<file path="src/rtl/prf_pkg.sv">
package prf_pkg;

   // Rounds needed for a share count: ceil((d-1)/3), never below one.
   function automatic int rounds_for(input int share_n);
      int r;
      r = (share_n + 1) / 3;
      if (r < 1) r = 1;
      return r;
   endfunction

endpackage

</file>
<file path="src/rtl/prf_chunk_rot.sv">
module prf_chunk_rot #(
   parameter int WORD_W  = 32,
   parameter int SHARE_N = 8
) (
   input  logic [WORD_W-1:0] din,
   output logic [WORD_W-1:0] dout
);
   localparam int CHUNKS = WORD_W / SHARE_N;

   generate
      if (SHARE_N == WORD_W) begin : g_full
         assign dout = {din[WORD_W-2:0], din[WORD_W-1]};
      end else begin : g_chunked
         for (genvar g = 0; g < CHUNKS; g++) begin : g_chunk
            assign dout[g*SHARE_N +: SHARE_N] =
               {din[g*SHARE_N +: SHARE_N-1], din[g*SHARE_N + SHARE_N - 1]};
         end
      end
   endgenerate
endmodule

</file>
<file path="src/rtl/prf_round_seq.sv">
module prf_round_seq #(
   parameter int ROUNDS = 3
) (
   input  logic clk,
   input  logic rst_n,
   input  logic start_i,
   input  logic ack_i,
   output logic busy_o,
   output logic load_o,
   output logic step_o,
   output logic done_o
);
   localparam int CW = $clog2(ROUNDS + 1);

   logic [CW-1:0] cnt_q;
   logic          last;

   assign load_o = start_i && !busy_o;
   assign step_o = busy_o && ack_i;
   assign last   = step_o && (cnt_q == CW'(ROUNDS - 1));

   always_ff @(posedge clk or negedge rst_n) begin
      if (!rst_n) begin
         busy_o <= 1'b0;
         cnt_q  <= '0;
         done_o <= 1'b0;
      end else begin
         done_o <= last;
         if (load_o) begin
            busy_o <= 1'b1;
            cnt_q  <= '0;
         end else if (step_o) begin
            cnt_q <= cnt_q + 1'b1;
            if (last) busy_o <= 1'b0;
         end
      end
   end

   // progress never passes the configured round count
   p_cnt_bound_r4: assert property (@(posedge clk) disable iff (!rst_n)
      busy_o |-> (cnt_q < CW'(ROUNDS)));
   // completion is a single-cycle pulse with the unit already idle
   p_done_pulse_r7: assert property (@(posedge clk) disable iff (!rst_n)
      done_o |=> !done_o);
   p_done_idle_r7: assert property (@(posedge clk) disable iff (!rst_n)
      done_o |-> !busy_o);
   // a start during a run does not restart the count
   p_no_restart_r9: assert property (@(posedge clk) disable iff (!rst_n)
      (busy_o && start_i && !ack_i) |=> $stable(cnt_q));
endmodule

</file>
<file path="src/rtl/prf_refresh.sv">
module prf_refresh #(
   parameter int WORD_W  = 32,
   parameter int SHARE_N = 8
) (
   input  logic              clk,
   input  logic              rst_n,
   input  logic              start_i,
   input  logic [WORD_W-1:0] word_i,
   output logic              rnd_req_o,
   input  logic              rnd_ack_i,
   input  logic [WORD_W-1:0] rnd_i,
   output logic [WORD_W-1:0] word_o,
   output logic              busy_o,
   output logic              done_o
);
   localparam int CHUNKS = WORD_W / SHARE_N;
   localparam int ROUNDS = prf_pkg::rounds_for(SHARE_N);

   generate
      if (SHARE_N < 2 || SHARE_N > WORD_W) begin : g_bad_range
         $error("prf_refresh: SHARE_N out of range");
      end
      if ((SHARE_N & (SHARE_N - 1)) != 0 || (WORD_W % SHARE_N) != 0) begin : g_bad_div
         $error("prf_refresh: SHARE_N must be a power of two dividing WORD_W");
      end
   endgenerate

   logic [WORD_W-1:0] state_q;
   logic [WORD_W-1:0] rnd_rot;
   logic [CHUNKS-1:0] par;
   logic              load, step;

   prf_round_seq #(.ROUNDS(ROUNDS)) u_seq (
      .clk     (clk),
      .rst_n   (rst_n),
      .start_i (start_i),
      .ack_i   (rnd_ack_i),
      .busy_o  (busy_o),
      .load_o  (load),
      .step_o  (step),
      .done_o  (done_o)
   );

   prf_chunk_rot #(.WORD_W(WORD_W), .SHARE_N(SHARE_N)) u_rot (
      .din  (rnd_i),
      .dout (rnd_rot)
   );

   always_ff @(posedge clk or negedge rst_n) begin
      if (!rst_n)    state_q <= '0;
      else if (load) state_q <= word_i;
      else if (step) state_q <= state_q ^ rnd_i ^ rnd_rot;
   end

   assign word_o    = state_q;
   assign rnd_req_o = busy_o;

   for (genvar g = 0; g < CHUNKS; g++) begin : g_par
      assign par[g] = ^state_q[g*SHARE_N +: SHARE_N];
   end

   // every absorbed round keeps each chunk's parity
   p_parity_kept_r10: assert property (@(posedge clk) disable iff (!rst_n)
      step |=> (par == $past(par)));
   // a busy cycle without a random word leaves the state alone
   p_wait_stable_r6: assert property (@(posedge clk) disable iff (!rst_n)
      (busy_o && !rnd_ack_i) |=> $stable(word_o));
   // while idle with no start the output is held whatever the ack does
   p_idle_hold_r8: assert property (@(posedge clk) disable iff (!rst_n)
      (!busy_o && !start_i) |=> $stable(word_o));
   // an accepted start shows the loaded word next cycle
   p_load_r2: assert property (@(posedge clk) disable iff (!rst_n)
      (start_i && !busy_o) |=> (busy_o && word_o == $past(word_i)));
endmodule

</file>
<file path="config.mk">
export PLATFORM = sky130hd
export DESIGN_NAME = prf_refresh
export DESIGN_NICKNAME = d
export VERILOG_FILES = /design/src/rtl/prf_pkg.sv /design/src/rtl/prf_chunk_rot.sv /design/src/rtl/prf_round_seq.sv /design/src/rtl/prf_refresh.sv
export SDC_FILE = /design/constraint.sdc
export NUM_CORES = 1
export LEC_CHECK = 0
export ABC_AREA = 1
export BUFFER_PORTS_ARGS = -buffer_cell sky130_fd_sc_hd__clkbuf_2
export CORE_ASPECT_RATIO = 1.75
export CORE_MARGIN = 2
export CORE_UTILIZATION = 46
export DETAILED_ROUTE_END_ITERATION = 8
export GPL_TIMING_DRIVEN = 0
export PLACE_DENSITY = 0.77
export SYNTH_ARGS = -nofsm -noshare
export SYNTH_HDL_FRONTEND = slang
export SYNTH_HIERARCHICAL = 1
export SYNTH_SLANG_ARGS = --single-unit
</file>
<file path="constraint.sdc">
create_clock -name clk -period 1.2 [get_ports clk]
set_input_delay 0.24 -clock clk [delete_from_list [all_inputs] [get_ports clk]]
set_output_delay 0.24 -clock clk [all_outputs]
set_load 0.02 [all_outputs]
</file>
After elaboration in Yosys (flattened, before gate mapping)
Index checks and enable logic that the tools add are counted.
Widths: inputs -> output; s select.
Cells by class
  add/subtract/negate cells: 1
  equality and inequality tests: 1
  muxes and demuxes: 7
  bitwise operators: 2
  reduce and logical (&&, ||, !) cells: 7
Operators by type and width (count)
  $mux 32: 2
  $xor 32x32->32: 2
  $mux 2: 2
  $reduce_bool 2->1: 2
  $logic_and 1x1->1: 3
  $mux 1: 3
  $add 2x1->2 const B: 1
  $eq 2x2->1 const B: 1
  $reduce_and 2->1: 1
  $logic_not 1->1: 1
Word-level totals
  register bits after elaboration: 36
  output and inout port bits: 35
  word-level logic and storage cells: 22

Depth between registers and ports, before layout
Gate-level depths: netlist of the first run.
  depth in word-level cells: 5
  gate-level depth with buffers: 8
  gate-level depth less buffers: 6

Modules after synthesis
Netlist of the first run, hierarchy kept.
By module, submodules not included
  prf_refresh: instances 1, cells an instance 398, area an instance 2526.2 µm², sequential area each 800.8 µm²
  prf_chunk_rot: instances 1, cells an instance 32, area an instance 240.2 µm², sequential area each 0.0 µm²
  prf_round_seq: instances 1, cells an instance 22, area an instance 186.4 µm², sequential area each 100.1 µm²

Worst setup path after synthesis of the first run
OpenSTA, ideal clock, no wires.
  path kind: flip-flop to flip-flop
  start point: reg u_seq.busy_o
  end point: reg state_q[0] (netlist: word_o[0])
  setup time: 0.122 ns
  arrival: 1.253 ns
  data required time: 1.078 ns
  path slack: -0.175 ns
  cell stages (with the launch flop): 9
  clock period less this slack: 1.375 ns
  path through: dfrtp_1 inv_1 nand2_2 inv_1 buf_2 nor2_4 buf_2 a22oi_1 nand2_1
On the way
  longest elaborated chain between the ends: 3
  elaborated cells between the ends (all ways): 5
  classes of those cells: mux: 1; reduce/logical: 4
RTL lines
  from (decl): RTL line prf_round_seq.sv:8  | output logic busy_o,
  from (signal assigned): RTL line prf_round_seq.sv:24  | busy_o <= 1'b0;
  from (signal assigned): RTL line prf_round_seq.sv:30  | busy_o <= 1'b1;
  from (signal assigned): RTL line prf_round_seq.sv:34  | if (last) busy_o <= 1'b0;
  $logic_not 1->1 *: RTL line prf_round_seq.sv:18  | assign load_o = start_i && !busy_o;
  $logic_and 1x1->1 *: RTL line prf_round_seq.sv:18
  net load: RTL line prf_refresh.sv:31  | logic load, step;
  $mux 32 or $reduce_bool 2->1 (tied branches)
  to (signal assigned): RTL line prf_refresh.sv:51  | else if (load) state_q <= word_i;
  to (signal assigned): RTL line prf_refresh.sv:52  | else if (step) state_q <= state_q ^ rnd_i ^ rnd_rot;
  to (decl): RTL line prf_refresh.sv:28  | logic [WORD_W-1:0] state_q;
Mark *: on every way through the listed nets, which the timed path passes. The rest lies on a longest branch.
A chain may end at the register's enable or synchronous reset.

Worst setup path in the final report of the first run
  start point: reg u_seq.busy_o
  end point: reg state_q[6] (netlist: word_o[6])
The elaborated chain is that of the path after synthesis.

==> results of run 1 <==
## sequential cells by signal, summed over array words and instances (netlist names)
signal        cells
word_o           32
u_seq/cnt_q       2
u_seq/busy_o      1
u_seq/done_o      1
## power breakdown
group / switching, mW / internal, mW
Combinational: 2.95 / 2.13
Clock: 0.452 / 0.469
Sequential: 0.781 / 1.85
Total: 4.19 / 4.44
## kinds of logic after synthesis
| group | count (synthesis) | share of synthesized area, % |
|---|---|---|
| and+or+nand+nor | 267 | 41.5 |
| buffers and inverters | 115 | 19.2 |
| DFF | 36 | 30.5 |
| AOI/OAI and AO/OA | 33 | 8.30 |
| adders and majority gates | 1 | 0.424 |
## layout make-up
type	count	area, sq um
repair buffers	115	633
clock buffers	8	90.1
inverters	72	280
flip-flops and latches	36	915
multi-input cells	301	1750
well taps	80	100
fillers	554	2110
plain buffers	42	349
## through the flow
step / setup TNS, ns / setup slack [ns] / power, mW / util [%]
3_5_place_dp: -2.81 / -0.115 / 7.13 / 60.3
3_3_place_gp: -2.25 / -0.0874 / 6.92 / 60.3
6_report: -0.590 / -0.0414 / 8.63 / 66.1
4_1_cts: -1.98 / -0.0879 / 8.29 / 63.6
2_1_floorplan: -0.754 / -0.0251 / 5.77 / -
5_1_grt: -3.13 / -0.120 / 9.35 / 66.1
## critical path: cells and delay by family, from the launching register on
family	cells	cell delay, ns
flip-flops	1	0.45
buffers and inverters	4	0.42
AND/OR/NAND/NOR	4	0.25
## per-layer routing
layer,up-vias,track usage [%],wire [um]
met5,-,0,0
met4,0,9.27,140
met3,10,3.86,318
met2,74,43.8,4600
met1,1566,25.0,3110
li1,1656,-,-
## final timing paths
path	slack (ns)	cells past startpoint	endpoint
min in group clk	0.18	3	word_o[25]$_DFFE_PN0P_
max reg2reg	-0.04	8	word_o[6]$_DFFE_PN0P_
max in group asynchronous	0.42	1	u_seq/busy_o$_DFFE_PN0P_
max	-0.04	8	word_o[6]$_DFFE_PN0P_
min reg2reg	0.51	2	u_seq/cnt_q[1]$_DFFE_PN0P_
min	0.1	1	word_o[2]$_DFFE_PN0P_
## cell usage in the layout (no fill, tap or decap), drive strengths merged, types with 2 or more instances in the layout
master	count
a22oi	32
buf	57
clkbuf	108
dfrtp	36
inv	72
nand2	166
nand3	67
nand3b	32
nor2	2
## what timing repair did
| item | in CTS | in global routing |
|---|---|---|
| setup buffers | 4 | 6 |
| gates resized for setup | 18 | 38 |
| gates cloned | 1 | 2 |
| setup endpoints to repair | 32 | 52 |
| pin swaps | 4 | 3 |
==> results.json, run 1 <==
{
  "fmax_mhz": 806,
  "drcViolationCount": 0,
  "timing.final.ws_setup_ns": -0.0414,
  "finalHoldViolCount": 0,
  "avgRoutedWirePerCell_um": 12.5,
  "crit_top_cell": "buf_6",
  "die_area_sq_mm": 0.00710,
  "synth_top_area_share_pct": 30.5,
  "synthTopCellsByArea": "dfrtp_1 (31%), nand2_1 (21%), nand3_1 (11%)",
  "synth_area_sq_mm": 0.00295,
  "ant_nets": 0,
  "clockBufferDepth": 2,
  "worst_pin_slew_ns": 0.991,
  "slowest_stage": "dfrtp_2",
  "port_buffers": 102,
  "grt_start_max_net_pins": 37,
  "arrival_ns": 1.42,
  "core-area_sq_mm": 0.00623,
  "rsz0062_at_grt": "true",
  "violations": "negative setup slack",
  "cts_made_buffers": 5,
  "grt_pass1_wl_mm": 13.1,
  "synth-seq-cells": 36,
  "outcome": "finished, violations left",
  "initial_core_util_pct": 47.4,
  "synth.distinct_cells": 13,
  "netlist_instances": 452,
  "period_needed_ns": 1.24,
  "path_cells": "inv_2 -> nand2_4 -> inv_8 -> nor2_4 -> buf_6 -> buf_6 -> nand3_1 -> nand2_1",
  "routed-via-count": 3306,
  "max_slew_margin_pct": 33.9,
  "syn_nets": 521,
  "grt_usage_pct": 23.0,
  "path_clk_slew_ns": 0.07,
  "antenna_cells": 0,
  "hold_path_class": "in -> async",
  "ys_warn_count": 6,
  "grt_antenna_before_repair": 0,
  "fin_crit_sh_pct": 103,
  "postCtsHoldBufs": 0,
  "yosysMostFrequentCell": "nand2_1",
  "critPathKind": "reg -> reg",
  "cts_tree": "done",
  "cts-root-buf": "clkbuf_8",
  "worstSetupEndpointType": "flop",
  "clock-sinks": 36,
  "maxCapViolations": 0,
  "synth_area_leader_cell": "dfrtp_1",
  "seq_area_frac_synth_pct": 30.5,
  "drive_gt1_share_pct": 40.8,
  "powerDensity_mw_per_mm2": 2100,
  "slew_viol_final": 0,
  "crit_required_ns": 1.38,
  "avgViaCountPerCell": 5.06,
  "ir_drop_uv": 1060,
  "syn_area_per_cell_sq_um": 6.53,
  "cts_max_level": 2,
  "drtPass1Iterations": 4,
  "async_reset_ff_share_pct": 100,
  "final.setup_skew_ns": 0.00242,
  "dp_hpwl_mm": 5.95,
  "final_cells": 654,
  "die_x_um": 64.6,
  "cp-startpoint": "u_seq/busy_o$_DFFE_PN0P_",
  "wl_mm": 8.17,
  "hold_ws_ns": 0.0991,
  "setup_viol": 32,
  "synthToLayoutAreaGrowth_pct": 39.4,
  "first_global_vias": 3138,
  "core.rowCount": 38,
  "synth_edf_count": 0,
  "reg2reg_from": "u_seq/busy_o$_DFFE_PN0P_",
  "synth_commonest_cells": "nand2_1 (164), inv_1 (70), nand3_1 (67), dfrtp_1 (36), buf_4 (33)",
  "clock_latency_ns": 0.29,
  "fin_nets": 642,
  "worstPathMaxFanout": 6,
  "slowest_delay_ns": 0.45,
  "dieHeight_um": 110,
  "gp_congestion": 0.772,
  "gr-total-overflow": 0,
  "drt_iter0_markers": 113,
  "dpl-instance-area_sq_mm": 0.00376,
  "start_kind": "flop",
  "dp_cells": 634,
  "io_pins": 103,
  "final_area_sq_mm": 0.00412,
  "ys.flop_type": "dfrtp_1",
  "power_leakage_nw": 2.31
}
(Power assumes the default switching activity.)
==> run 2: changes to the inputs <==
Settings changed: REMOVE_ABC_BUFFERS from default to 1.
==> results.json, run 2 (synthesis results as in run 1) <==
{
  "r2r_cells": 8,
  "grt_pass1_wl_mm": 12.9,
  "routed-via-count": 3242,
  "ant_nets": 0,
  "core.rowCount": 38,
  "wl_mm": 8.26,
  "drcViolationCount": 0,
  "cts_max_level": 2,
  "start_kind": "flop",
  "rsz0062_at_grt": "true",
  "worstPathMaxFanout": 7,
  "violations": "negative setup slack",
  "port_buffers": 102,
  "setup_viol": 34,
  "synthToLayoutAreaGrowth_pct": 32.2,
  "reg2reg_from": "u_seq/busy_o$_DFFE_PN0P_",
  "path_clk_slew_ns": 0.08,
  "hold_ws_ns": 0.0766,
  "die_x_um": 64.6,
  "fin_nets": 617,
  "io_pins": 103,
  "finalHoldViolCount": 0,
  "layout_commonest_cell": "nand2_1",
  "utilization_pct": 62.7,
  "final_cells": 629,
  "avgViaCountPerCell": 5.15,
  "finalSetupTns_ns": -2.82,
  "slew_viol_final": 0,
  "critPathKind": "reg -> reg",
  "ir_drop_uv": 1400,
  "period_needed_ns": 1.33,
  "gr-total-overflow": 0,
  "hold_path_class": "in -> async",
  "die_area_sq_mm": 0.00710,
  "cts-root-buf": "clkbuf_8",
  "postCtsHoldBufs": 0,
  "arrival_ns": 1.57,
  "largest_register_ff_count": 32,
  "maxCapViolations": 0,
  "crit_required_ns": 1.44,
  "gp_congestion": 0.716,
  "cts_tree": "done",
  "final_area_sq_mm": 0.00391,
  "first_global_vias": 2971,
  "worst_pin_slew_ns": 0.970,
  "r2r-end": "word_o[23]$_DFFE_PN0P_",
  "dpl-instance-area_sq_mm": 0.00327,
  "fmax_mhz": 754,
  "timing.final.ws_setup_ns": -0.126,
  "drive_gt1_share_pct": 34.4,
  "mostFrequentLayoutCells": "nand2_1 (164), clkbuf_2 (99), inv_1 (68)",
  "dieHeight_um": 110,
  "initial_core_util_pct": 47.4,
  "clock_latency_ns": 0.30,
  "post-place-ws_ns": -1.17,
  "finalPower_mw": 8.68,
  "grt_antenna_before_repair": 0,
  "worstSetupEndpointType": "flop",
  "core-area_sq_mm": 0.00623,
  "clock-sinks": 36,
  "dp_hpwl_mm": 5.17,
  "grt_usage_pct": 23.1,
  "fin_crit_sh_pct": 110,
  "drtPass1Iterations": 4,
  "antenna_cells": 0,
  "final.setup_skew_ns": 0.00523,
  "r2r_slack_ns": -0.13,
  "clockBufferDepth": 2,
  "power_leakage_nw": 2.18,
  "powerDensity_mw_per_mm2": 2220,
  "grt_start_max_net_pins": 37,
  "max_slew_margin_pct": 35.3,
  "cts_made_buffers": 5,
  "outcome": "finished, violations left",
  "dp_cells": 591,
  "drt_iter0_markers": 147,
  "avgRoutedWirePerCell_um": 13.1
}
==> run 2: cell count changes in the layout (fill, tap and decap cells not counted), sizes merged <==
cell	before	now
clkbuf	108	109
buf	57	28
inv	72	71
nor2	2	4
clkinvlp	0	2
==> run 2: final cells by class <==
| cell class | instances | area (sq um) |
|---|---|---|
| clock buffer | 8 | 90.1 |
| timing repair buffer | 129 | 826 |
| multi-input combinational | 303 | 1690 |
| sequential | 36 | 911 |
| fill | 588 | 2320 |
| tap | 80 | 100 |
| timing repair inverter | 1 | 7.51 |
| inverter | 72 | 279 |
==> run 2: critical path, cell delays in order (launching register included) <==
cell and delay [ns]:
dfrtp_1 0.37, inv_2 0.05, nand2_4 0.07, clkinvlp_4 0.11, buf_12 0.16, nor2_4 0.18, clkbuf_16 0.20, a22oi_2 0.06
nand2_1 0.06
==> run 2: timing repair <==
action | CTS | global route
pin swaps | 18 | 21
gates cloned | 5 | 1
endpoints found under the setup margin | 32 | 47
gates resized for setup | 30 | 36
buffers inserted | 16 | 8
==> run 2: how the worst max path moves through the flow <==
stage	from	cells after the start	end	slack, ns
finish	u_seq/busy_o$_DFFE_PN0P_	8	word_o[23]$_DFFE_PN0P_	-0.13
global route	u_seq/busy_o$_DFFE_PN0P_	8	word_o[13]$_DFFE_PN0P_	-0.18
CTS	u_seq/busy_o$_DFFE_PN0P_	8	word_o[19]$_DFFE_PN0P_	-0.1
detailed placement	u_seq/busy_o$_DFFE_PN0P_	6	word_o[2]$_DFFE_PN0P_	-1.17
global placement	u_seq/busy_o$_DFFE_PN0P_	6	word_o[2]$_DFFE_PN0P_	-1.19
floorplan	u_seq/busy_o$_DFFE_PN0P_	6	word_o[0]$_DFFE_PN0P_	-0.73
==> run 2: where the power goes <==
part | switching (mW) | internal, mW
registers | 0.761 | 1.84
logic | 2.97 | 2.17
clock network | 0.473 | 0.469
==> run 2: layer usage <==
metal	global-route usage [%]	routed length (um)	vias to the layer above	share of wire (%)
met1	24.7	3130	1535	38
li1	-	-	1617	-
met2	46.2	4740	83	57
met3	2.74	294	7	3.6
met4	7.45	95	0	1.2
met5	0	0	-	0
